**config.mk**
```make
export PLATFORM = sky130hd
export DESIGN_NAME = dram_row_seq
export DESIGN_NICKNAME = d
export VERILOG_FILES = /design/src/rtl/dram_seq_pkg.sv /design/src/rtl/dram_open_rows.sv /design/src/rtl/dram_gap_timer.sv /design/src/rtl/dram_row_seq.sv
export SDC_FILE = /design/constraint.sdc
export NUM_CORES = 1
export LEC_CHECK = 0
export ABC_CLOCK_PERIOD_IN_PS = 5200
export BUFFER_PORTS_ARGS = -buffer_cell sky130_fd_sc_hd__buf_4
export CORE_MARGIN = 3
export CORE_UTILIZATION = 40
export DETAILED_ROUTE_END_ITERATION = 16
export PLACE_DENSITY_LB_ADDON = 0.25
export SETUP_SLACK_MARGIN = 0.05
export SYNTH_ARGS = -nofsm -noshare
export SYNTH_HDL_FRONTEND = slang
export SYNTH_SLANG_ARGS = --single-unit
```
**constraint.sdc**
```tcl
create_clock -name clk -period 5.2 [get_ports clk]
set_clock_uncertainty 0.1 [all_clocks]
set_input_delay 1.04 -clock clk [delete_from_list [all_inputs] [get_ports clk]]
set_output_delay 1.04 -clock clk [all_outputs]
set_load 0.1 [all_outputs]
```
**src/rtl/dram_seq_pkg.sv**
```systemverilog
package dram_seq_pkg;

  typedef enum logic [2:0] {
    CMD_NONE = 3'd0,
    CMD_ACT  = 3'd1,
    CMD_RD   = 3'd2,
    CMD_WR   = 3'd3,
    CMD_PRE  = 3'd4
  } cmd_e;

  typedef enum logic [3:0] {
    S_IDLE,
    S_PRE,
    S_W_RP,
    S_ACT,
    S_W_RCD,
    S_COL,
    S_W_RL,
    S_CAP,
    S_RSP
  } seq_st_e;

endpackage

```
**src/rtl/dram_open_rows.sv**
```systemverilog
module dram_open_rows #(
  parameter int BANK_W = 2,
  parameter int ROW_W  = 4
) (
  input  logic              clk,
  input  logic              rst_n,
  input  logic [BANK_W-1:0] q_bank,
  input  logic [ROW_W-1:0]  q_row,
  output logic              q_open,
  output logic              q_hit,
  input  logic              set_en,
  input  logic [BANK_W-1:0] set_bank,
  input  logic [ROW_W-1:0]  set_row,
  input  logic              clr_en,
  input  logic [BANK_W-1:0] clr_bank
);
  localparam int NBANK = 1 << BANK_W;

  logic [NBANK-1:0] open_vec;
  logic [ROW_W-1:0] row_arr [NBANK];

  for (genvar b = 0; b < NBANK; b++) begin : g_bank
    logic             vld_q;
    logic [ROW_W-1:0] row_q;
    always_ff @(posedge clk or negedge rst_n) begin
      if (!rst_n) begin
        vld_q <= 1'b0;
        row_q <= '0;
      end else if (set_en && set_bank == BANK_W'(b)) begin
        vld_q <= 1'b1;
        row_q <= set_row;
      end else if (clr_en && clr_bank == BANK_W'(b)) begin
        vld_q <= 1'b0;
      end
    end
    assign open_vec[b] = vld_q;
    assign row_arr[b]  = row_q;
  end

  assign q_open = open_vec[q_bank];
  assign q_hit  = q_open && (row_arr[q_bank] == q_row);

  // a row is only opened in a bank that was closed first
  p_act_closed_r5: assert property (@(posedge clk) disable iff (!rst_n)
    set_en |-> !open_vec[set_bank]);

  // opening a row never closes another bank
  p_other_banks_r10: assert property (@(posedge clk) disable iff (!rst_n)
    (set_en && !clr_en) |=> ($countones(open_vec) >= $countones($past(open_vec))));

endmodule

```
**src/rtl/dram_gap_timer.sv**
```systemverilog
module dram_gap_timer #(
  parameter int TW = 4
) (
  input  logic          clk,
  input  logic          rst_n,
  input  logic          load,
  input  logic [TW-1:0] len,
  output logic          short_len,
  output logic          expired
);
  logic [TW-1:0] cnt_q;

  always_ff @(posedge clk or negedge rst_n) begin
    if (!rst_n)              cnt_q <= '0;
    else if (load)           cnt_q <= (len == '0) ? '0 : len - TW'(1);
    else if (cnt_q != '0)    cnt_q <= cnt_q - TW'(1);
  end

  assign short_len = (len <= TW'(1));
  assign expired   = (cnt_q <= TW'(1));

  // the countdown never moves upward unless reloaded
  p_count_down_r6: assert property (@(posedge clk) disable iff (!rst_n)
    !$past(load) && $past(rst_n) |-> cnt_q <= $past(cnt_q));

endmodule

```
**src/rtl/dram_row_seq.sv**
```systemverilog
module dram_row_seq
  import dram_seq_pkg::*;
#(
  parameter int BANK_W = 2,
  parameter int ROW_W  = 4,
  parameter int COL_W  = 3,
  parameter int DW     = 16,
  parameter int TW     = 4,
  localparam int AW    = BANK_W + ROW_W + COL_W
) (
  input  logic              clk,
  input  logic              rst_n,
  input  logic [TW-1:0]     t_rcd,
  input  logic [TW-1:0]     t_rp,
  input  logic [TW-1:0]     t_rl,
  input  logic              req_valid,
  output logic              req_ready,
  input  logic              req_we,
  input  logic [AW-1:0]     req_addr,
  input  logic [DW-1:0]     req_wdata,
  output logic              rsp_valid,
  input  logic              rsp_ready,
  output logic [DW-1:0]     rsp_data,
  output logic [2:0]        cmd_op,
  output logic [BANK_W-1:0] cmd_bank,
  output logic [ROW_W-1:0]  cmd_row,
  output logic [COL_W-1:0]  cmd_col,
  output logic [DW-1:0]     cmd_wdata,
  input  logic [DW-1:0]     arr_rdata
);
  localparam int SW = TW + 1;

  seq_st_e st_q, st_d;

  logic [BANK_W-1:0] bank_q;
  logic [ROW_W-1:0]  row_q;
  logic [COL_W-1:0]  col_q;
  logic              we_q;
  logic [DW-1:0]     wdata_q;
  logic [DW-1:0]     rdata_q;

  logic [BANK_W-1:0] in_bank;
  logic [ROW_W-1:0]  in_row;
  logic [COL_W-1:0]  in_col;
  assign in_col  = req_addr[COL_W-1:0];
  assign in_row  = req_addr[COL_W +: ROW_W];
  assign in_bank = req_addr[AW-1 -: BANK_W];

  logic accept;
  assign req_ready = (st_q == S_IDLE);
  assign accept    = req_valid && req_ready;

  // open-row lookup: the incoming address while idle, the held one after
  logic [BANK_W-1:0] q_bank;
  logic [ROW_W-1:0]  q_row;
  logic              q_open, q_hit;
  assign q_bank = (st_q == S_IDLE) ? in_bank : bank_q;
  assign q_row  = (st_q == S_IDLE) ? in_row  : row_q;

  dram_open_rows #(.BANK_W(BANK_W), .ROW_W(ROW_W)) u_rows (
    .clk      (clk),
    .rst_n    (rst_n),
    .q_bank   (q_bank),
    .q_row    (q_row),
    .q_open   (q_open),
    .q_hit    (q_hit),
    .set_en   (st_q == S_ACT),
    .set_bank (bank_q),
    .set_row  (row_q),
    .clr_en   (st_q == S_PRE),
    .clr_bank (bank_q)
  );

  // one shared gap counter: only one wait is ever pending
  logic          tmr_load, tmr_short, tmr_done;
  logic [TW-1:0] tmr_len;
  always_comb begin
    unique case (st_q)
      S_PRE:   tmr_len = t_rp;
      S_ACT:   tmr_len = t_rcd;
      default: tmr_len = t_rl;
    endcase
  end
  assign tmr_load = (st_q == S_PRE) || (st_q == S_ACT) || (st_q == S_COL && !we_q);

  dram_gap_timer #(.TW(TW)) u_gap (
    .clk       (clk),
    .rst_n     (rst_n),
    .load      (tmr_load),
    .len       (tmr_len),
    .short_len (tmr_short),
    .expired   (tmr_done)
  );

  always_comb begin
    st_d = st_q;
    unique case (st_q)
      S_IDLE:  if (accept) st_d = q_hit ? S_COL : (q_open ? S_PRE : S_ACT);
      S_PRE:   st_d = tmr_short ? S_ACT : S_W_RP;
      S_W_RP:  if (tmr_done) st_d = S_ACT;
      S_ACT:   st_d = tmr_short ? S_COL : S_W_RCD;
      S_W_RCD: if (tmr_done) st_d = S_COL;
      S_COL:   st_d = we_q ? S_IDLE : (tmr_short ? S_CAP : S_W_RL);
      S_W_RL:  if (tmr_done) st_d = S_CAP;
      S_CAP:   st_d = S_RSP;
      S_RSP:   if (rsp_ready) st_d = S_IDLE;
      default: st_d = S_IDLE;
    endcase
  end

  always_ff @(posedge clk or negedge rst_n) begin
    if (!rst_n) begin
      st_q    <= S_IDLE;
      bank_q  <= '0;
      row_q   <= '0;
      col_q   <= '0;
      we_q    <= 1'b0;
      wdata_q <= '0;
      rdata_q <= '0;
    end else begin
      st_q <= st_d;
      if (accept) begin
        bank_q  <= in_bank;
        row_q   <= in_row;
        col_q   <= in_col;
        we_q    <= req_we;
        wdata_q <= req_wdata;
      end
      if (st_q == S_CAP) rdata_q <= arr_rdata;
    end
  end

  cmd_e cmd;
  always_comb begin
    unique case (st_q)
      S_PRE:   cmd = CMD_PRE;
      S_ACT:   cmd = CMD_ACT;
      S_COL:   cmd = we_q ? CMD_WR : CMD_RD;
      default: cmd = CMD_NONE;
    endcase
  end

  assign cmd_op    = cmd;
  assign cmd_bank  = bank_q;
  assign cmd_row   = row_q;
  assign cmd_col   = col_q;
  assign cmd_wdata = wdata_q;
  assign rsp_valid = (st_q == S_RSP);
  assign rsp_data  = rdata_q;

  // ---------------- checking counters and assertions ----------------
  function automatic logic [SW-1:0] eff_gap(input logic [TW-1:0] x);
    return (x == '0) ? SW'(1) : {1'b0, x};
  endfunction

  logic [SW-1:0] since_act, since_pre, since_rd;
  always_ff @(posedge clk or negedge rst_n) begin
    if (!rst_n) begin
      since_act <= '1;
      since_pre <= '1;
      since_rd  <= '1;
    end else begin
      since_act <= (cmd == CMD_ACT) ? SW'(1) : ((since_act == '1) ? since_act : since_act + SW'(1));
      since_pre <= (cmd == CMD_PRE) ? SW'(1) : ((since_pre == '1) ? since_pre : since_pre + SW'(1));
      since_rd  <= (cmd == CMD_RD)  ? SW'(1) : ((since_rd  == '1) ? since_rd  : since_rd  + SW'(1));
    end
  end

  p_col_open_row_r5: assert property (@(posedge clk) disable iff (!rst_n)
    (cmd == CMD_RD || cmd == CMD_WR) |-> q_hit);

  p_act_gap_r6: assert property (@(posedge clk) disable iff (!rst_n)
    (cmd == CMD_RD || cmd == CMD_WR) |-> since_act >= eff_gap(t_rcd));

  p_pre_gap_r7: assert property (@(posedge clk) disable iff (!rst_n)
    (cmd == CMD_ACT) |-> since_pre >= eff_gap(t_rp));

  p_read_lat_r8: assert property (@(posedge clk) disable iff (!rst_n)
    (st_q == S_CAP) |-> since_rd == eff_gap(t_rl));

  p_rsp_hold_r9: assert property (@(posedge clk) disable iff (!rst_n)
    (rsp_valid && !rsp_ready) |=> (rsp_valid && $stable(rsp_data)));

  p_busy_r9: assert property (@(posedge clk) disable iff (!rst_n)
    rsp_valid |-> !req_ready);

endmodule

```
==> results of run 1 <==
==> logic make-up after synthesis <==
group | share of synthesized area (%)
AO/OA/AOI/OAI | 7.733
multiplexers | 27.53
AND/OR/NAND/NOR | 8.069
buffers and inverters | 2.465
XOR/XNOR | 0.7846
adder cells (fa/ha/maj) | 1.121
flip-flops | 52.30
==> area by class of cell <==
type | count | area, um2 | share of cell area, %
sequential | 70 | 1752 | 39.23
multi-input combinational | 178 | 1515 | 33.93
timing repair buffer | 103 | 773.2 | 17.32
clock inverter | 6 | 158.9 | 3.558
tap | 102 | 127.6 | 2.858
clock buffer | 9 | 123.9 | 2.774
inverter | 4 | 15.01 | 0.3362
==> registers in the layout, summed over array words and instances, names as in the netlist <==
register	flops
cmd_bank	2
cmd_col	3
cmd_row	4
cmd_wdata	16
rsp_data	16
st_q	4
u_gap.cnt_q	4
u_rows.g_bank.row_q	16
u_rows.g_bank.vld_q	4
we_q	1
==> critical path: stages, from the launching register on <==
cell and delay [ns]:
dfrtp_1 0.61, nor4_4 0.77, buf_4 0.42
==> synth_stat cells (all sizes together) <==
cell type   n  share of area (%)
mux2       63                 21
a22oi       1               0.22
nand2b      3               0.56
a21oi      12                1.8
o21bai      1               0.34
nand2      16                1.8
or3         5               0.93
buf         5                1.1
nand3b      1               0.22
clkbuf      8               0.90
a2bb2oi     1               0.26
o21ai       9                1.3
nand4b      1               0.26
o31ai       1               0.22
nor3        3               0.45
a21o        4               0.90
o211ai      1               0.22
inv         4               0.45
nor2       16                1.8
a221oi      1               0.26
or2         2               0.37
mux4        2                1.3
o41ai       1               0.49
nor3b       2               0.60
or3b        1               0.26
xnor2       2               0.52
mux2i      16                5.0
and2        1               0.19
dfrtp      70                 52
nor4        1               0.64
o32ai       1               0.26
o221ai      1               0.26
o2111ai     1               0.26
xor2        1               0.26
a211oi      2               0.45
ha          3                1.1
a31oi       1               0.19
a211o       1               0.26
==> final timing paths <==
check	cells after the start	start	to
worst max register to register	6	st_q[1]	st_q[2]
worst max-delay path	2	st_q[1]	req_ready
min in group asynchronous	1	rst_n	cmd_col[1]
worst min-delay path	1	u_rows.g_bank[2].row_q[0]	u_rows.g_bank[2].row_q[0]
max in group asynchronous	1	rst_n	u_gap.cnt_q[0]
worst min register to register	1	u_rows.g_bank[2].row_q[0]	u_rows.g_bank[2].row_q[0]
==> per-stage QoR <==
stage,setup slack (ns),util [%]
3_3_place_gp,2.209,52.76
3_5_place_dp,2.116,52.76
2_1_floorplan,1.112,-
4_1_cts,1.914,56.33
6_report,1.933,56.33
5_1_grt,1.825,56.33
==> routing by layer <==
| metal | vias up | GRT usage (%) | routed length (um) |
|---|---|---|---|
| li1 | 1151 | - | - |
| met1 | 1191 | 20.41 | 3175 |
| met2 | 93 | 26.15 | 3500 |
| met3 | 10 | 6.820 | 661 |
| met4 | 0 | 6.709 | 111 |
| met5 | - | 0 | 0 |
==> cells in the final DEF (no fill, tap or decap), types with 2 or more instances in the layout <==
cell / n
bufinv_16: 5
mux2_2: 63
o21ai_0: 9
a21oi_1: 12
xnor2_1: 2
nor2_1: 16
or2_2: 2
a21o_1: 4
nand2_1: 16
mux2i_2: 2
ha_1: 3
inv_1: 4
nor3_1: 3
a211oi_1: 2
nand2b_1: 3
dfrtp_1: 70
mux4_2: 2
clkbuf_8: 9
or3_1: 5
mux2i_1: 14
buf_4: 103
==> metrics.yaml, run 1 <==
io_pins: 104
critical_path_required_ns: 4.06
crit_path_start_kind: "flip-flop"
max_slew_margin_pct: 25.69
via_per_inst: 5.180
setup_viol: 0
die-area_um2: 9507
fillers: 707
vias: 2445
path_clk_slew_ns: 0.07
wire_per_inst_um: 15.78
syn_inst: 265
placed_area_um2: 4183
die_h_um: 97.51
ant_nets: 0
ys_warn_count: 0
fin_hold_ws_ns: 0.4085
status: "finished clean"
max_freq_mhz: 306.1
coreArea_um2: 7928
antenna_found_initial: 0
syn_area_per_cell_um2: 12.64
slew_viol_final: 0
cts_hold_buffers: 0
finalWirelength_um: 7449
fin_tns_setup_ns: 0
drcViolationCount: 0
synth_area_um2: 3349
cts.sink_count: 70
layout.nets: 427
cp.arrival_ns: 2.13
critPathMaxFanout: 17
drive_gt1_share_pct: 51.62
grt_use_total_pct: 16.67
diodes: 0
cts_resized: 0
die_w_um: 97.51
finalHoldViolations: 0
fin_area_um2: 4466
portBuffers: 103
ys_types: 41
tightest_slew_ns: 1.112
hp-class: "reg -> reg"
dpl.cell_count: 457
firstDrtPassIters: 4
syn2layout_area_growth_pct: 33.32
ys_seq_area_share_pct: 52.30
reg2reg_slack_ns: 2.09
drt_iter0_markers: 67
cts_root_buf: "clkbuf_8"
clk_latency_ns: 0.33
instances_no_fill: 472
grt_max_degree: 71
cts_buffers: 9
row_count: 32
post_cts_buffers: 0
grt_pass1_wl_um: 12940
grt_pass1_vias: 2737
cts_tree: "done"
rsz0062_at_grt: "no"
dp_hpwl_um: 5391
cts_max_level: 3
cap_violations: 0
place.gp.congestion: 0.8149
syn_nets: 326
grt-ovfl-total: 0
period_share_pct: 62.83
ys_ff_latch: 70
initial_core_util_pct: 42.25
crit_path_end_kind: "output port"
final.min_clock_period_ns: 3.267
worstSetupPathType: "reg -> out"
cts_max_path_buffers: 2
Power of run 1 is not shown: default switching activity piles up to over one toggle a cycle in this logic, so the estimate is an artifact.
==> run 2: changes to the inputs <==
ABC_CLOCK_PERIOD_IN_PS = 2700   (was 5200)
clock period = 2.7 ns   (was 5.2 ns; I/O delays follow)
==> metrics.yaml, run 2 (synthesis results as in run 1) <==
status: "finished clean"
cts_buffers: 9
slowest_stage: "dfrtp_1"
layout.nets: 436
via_per_inst: 5.162
finalWirelength_um: 7603
crit_path_end_kind: "output port"
post-place-ws_ns: 0.1522
slew_viol_final: 0
coreArea_um2: 7928
drcViolationCount: 0
critical_path_required_ns: 2.06
io_pins: 104
initial_core_util_pct: 42.25
die_h_um: 97.51
worstSetupPathType: "reg -> out"
period_share_pct: 93.10
vias: 2483
cts_root_buf: "clkbuf_8"
place.gp.congestion: 0.8723
row_count: 32
postLayoutSetupSlackWorst_ns: 0.1864
cts.sink_count: 70
portBuffers: 103
tightest_slew_ns: 0.9330
finalHoldViolations: 0
die-area_um2: 9507
clk_latency_ns: 0.34
cts_max_path_buffers: 2
worst-r2r-cell-count: 7
hp-class: "in -> async"
ant_nets: 0
syn2layout_area_growth_pct: 33.43
final_common_cell: "buf_4"
wire_per_inst_um: 15.81
grt-ovfl-total: 0
final_cell_mix: "buf_4 (111), dfrtp_1 (70), mux2_2 (63)"
crit_path_cell_trace: "buf_4, nor3b_4, nand2_1, nand2_1, buf_4"
cts_tree: "done"
firstDrtPassIters: 4
critical_path.max_stage_delay_ns: 0.46
cts_max_level: 3
cts_hold_buffers: 0
drive_gt1_share_pct: 53.56
final.min_clock_period_ns: 2.514
max_freq_mhz: 397.8
rsz0062_at_grt: "yes"
cp.arrival_ns: 1.87
critPathMaxFanout: 8
dp_hpwl_um: 5531
grt_pass1_wl_um: 12830
cap_violations: 0
fin_util_pct: 56.38
grt_pass1_vias: 2597
max_slew_margin_pct: 37.47
fillers: 691
setup_viol: 0
die_w_um: 97.51
diodes: 0
drt_iter0_markers: 59
grt_use_total_pct: 16.73
crit_path_start_kind: "flip-flop"
antenna_found_initial: 0
grt_max_degree: 71
path_clk_slew_ns: 0.08
-- run 2: changes by cell type in the layout (fill, tap and decap cells not counted), sizes merged --
cell,previous run,this run
bufinv,5,1
buf,103,112
clkinv,1,3
clkinvlp,0,2
-- run 2: worst paths after layout --
path / from / to / slack [ns]
worst max-delay path: st_q[2] / cmd_op[0] / 0.19
worst min-delay path: rst_n / rsp_data[15] / 0.20
worst max register to register: st_q[3] / st_q[2] / 0.20
worst min register to register: u_rows.g_bank[0].row_q[1] / u_rows.g_bank[0].row_q[1] / 0.41
max in group asynchronous: rst_n / rsp_data[1] / 1.71
min in group clk: rsp_ready / st_q[3] / 0.28
-- run 2: layout make-up --
type	count	area [um2]	share of cell area, %
repair buffers	112	844.6	18.90
clock buffers	9	123.9	2.772
clock inverters	6	63.81	1.428
inverters	4	15.01	0.3359
flip-flops and latches	70	1752	39.19
well taps	102	127.6	2.856
multi-input cells	178	1543	34.52
-- run 2: per-layer routing --
layer	up-vias	global-route usage [%]	wire length, um
met5	-	0	0
met4	0	5.964	156
met3	15	7.251	683
met2	88	25.09	3496
met1	1203	21.54	3266
li1	1177	-	-
-- run 2: through the flow --
| step | cells | cell area, um2 | hold slack, ns | TNS [ns] |
|---|---|---|---|---|
| finish | 481 | 4469 | 0.2040 | 0 |
| CTS | 479 | 4433 | 0.2352 | 0 |
| global placement | 464 | 4245 | 0.3898 | 0 |
| global route | 481 | 4469 | 0.2638 | 0 |
| floorplan | 265 | 3359 | 0.1444 | -0.1067 |
| detailed placement | 464 | 4245 | 0.3926 | 0 |
-- run 2: critical path, delay by kind of cell (launching register included) --
| family | cells | cell delay [ns] |
|---|---|---|
| buffers and inverters | 2 | 0.49 |
| DFF | 1 | 0.46 |
| and+or+nand+nor | 3 | 0.60 |
-- run 2: repair_timing --
action / CTS / global route
resized for setup: 0 / 4
setup buffers: 0 / 2
endpoints found under the setup margin: 0 / 4
endpoints found under the hold margin: 0 / 0
Power of run 2 is left out for the same reason.
==> run 3: changes to the inputs <==
CAP_MARGIN = 20   (was unset)
MAX_ROUTING_LAYER = met4   (was unset)
PLACE_DENSITY = 0.67   (was unset)
PLACE_DENSITY_LB_ADDON = unset   (was 0.25)
==> metrics.yaml, run 3 (synthesis results as in run 1) <==
cts_buffers: 9
drcViolationCount: 0
cts_tree: "done"
rsz0062_at_grt: "yes"
fin_hold_ws_ns: 0.2080
cts_max_level: 3
worst-r2r-cell-count: 6
crit_path_end_kind: "output port"
setup_viol: 0
layout.nets: 435
cap_violations: 0
diodes: 0
vias: 2476
cts.sink_count: 70
cp-startpoint: "st_q[2]"
grt_max_degree: 71
cts_max_path_buffers: 2
place.gp.congestion: 0.9335
cts_root_buf: "clkbuf_8"
final_common_cell: "buf_4"
grt_use_total_pct: 17.08
max_freq_mhz: 393.4
syn2layout_area_growth_pct: 34.74
antenna_found_initial: 0
rr_startpoint: "st_q[0]"
slew_viol_final: 0
reg2reg_slack_ns: 0.18
critical_path_required_ns: 2.06
max_slew_margin_pct: 41.35
die_w_um: 97.51
dpl.cell_count: 465
drt_iter0_markers: 59
firstDrtPassIters: 4
status: "finished clean"
cp.arrival_ns: 1.90
dp_hpwl_um: 5503
fin_util_pct: 56.93
io_pins: 104
row_count: 32
hp-class: "in -> async"
instances_no_fill: 481
ant_nets: 0
grt-ovfl-total: 0
final_cell_mix: "buf_4 (111), dfrtp_1 (70), mux2_2 (63)"
initial_core_util_pct: 42.25
final.min_clock_period_ns: 2.542
critPathMaxFanout: 9
critPathCapture: "cmd_op[0]"
r2r_end: "st_q[1]"
crit_path_start_kind: "flip-flop"
via_per_inst: 5.148
grt_pass1_wl_um: 12830
wire_per_inst_um: 15.57
drive_gt1_share_pct: 53.30
coreArea_um2: 7928
fin_tns_setup_ns: 0
tightest_slew_ns: 0.8797
finalWirelength_um: 7491
path_clk_slew_ns: 0.08
die-area_um2: 9507
cts_hold_buffers: 0
worstSetupPathType: "reg -> out"
die_h_um: 97.51
portBuffers: 103
clk_latency_ns: 0.35
finalHoldViolations: 0
period_share_pct: 94.15
grt_pass1_vias: 2714
==> run 3: final cells by class <==
type | instances | area [um2]
fill | 681 | 3415
clock inverter | 7 | 121.4
timing repair buffer | 111 | 833.3
multi-input combinational | 178 | 1540
inverter | 4 | 15.01
sequential | 70 | 1752
clock buffer | 9 | 123.9
tap | 102 | 127.6
==> run 3: per-stage QoR <==
| step | cell area (um2) | worst slack [ns] |
|---|---|---|
| 2_1_floorplan | 3359 | -0.1067 |
| 3_3_place_gp | 4253 | 0.2545 |
| 3_5_place_dp | 4253 | 0.1734 |
| 4_1_cts | 4498 | 0.05386 |
| 5_1_grt | 4513 | 0.01067 |
| 6_report | 4513 | 0.1581 |
==> run 3: timing repair <==
action | 4_1_cts | 5_1_grt
setup endpoints to repair | 0 | 2
gates resized for setup | 0 | 2
setup buffers | 0 | 0
==> run 3: metal layers <==
layer	vias to the layer above	global-route usage (%)	wire length [um]
met1	1194	22.04	3357
met5	-	-	0
met4	0	6.816	161
li1	1173	-	-
met3	14	5.240	642
met2	95	25.14	3330
==> run 3: worst max-delay path, stage by stage, from the launching register on <==
cell,delay (ns)
dfrtp_1,0.49
buf_4,0.21
nor3b_4,0.29
nand2_1,0.19
nand2_1,0.10
buf_4,0.29
==> run 3: how the worst min path moves through the flow <==
stage | from | endpoint | depth (start not counted)
floorplan | rst_n | cmd_bank[0] | 0
global placement | rsp_data[12] | rsp_data[12] | 1
detailed placement | u_rows.g_bank[0].vld_q | u_rows.g_bank[0].vld_q | 2
CTS | rst_n | cmd_wdata[10] | 1
global route | rsp_ready | st_q[3] | 2
finish | rst_n | cmd_wdata[1] | 1
Power of run 3 is left out for the same reason.
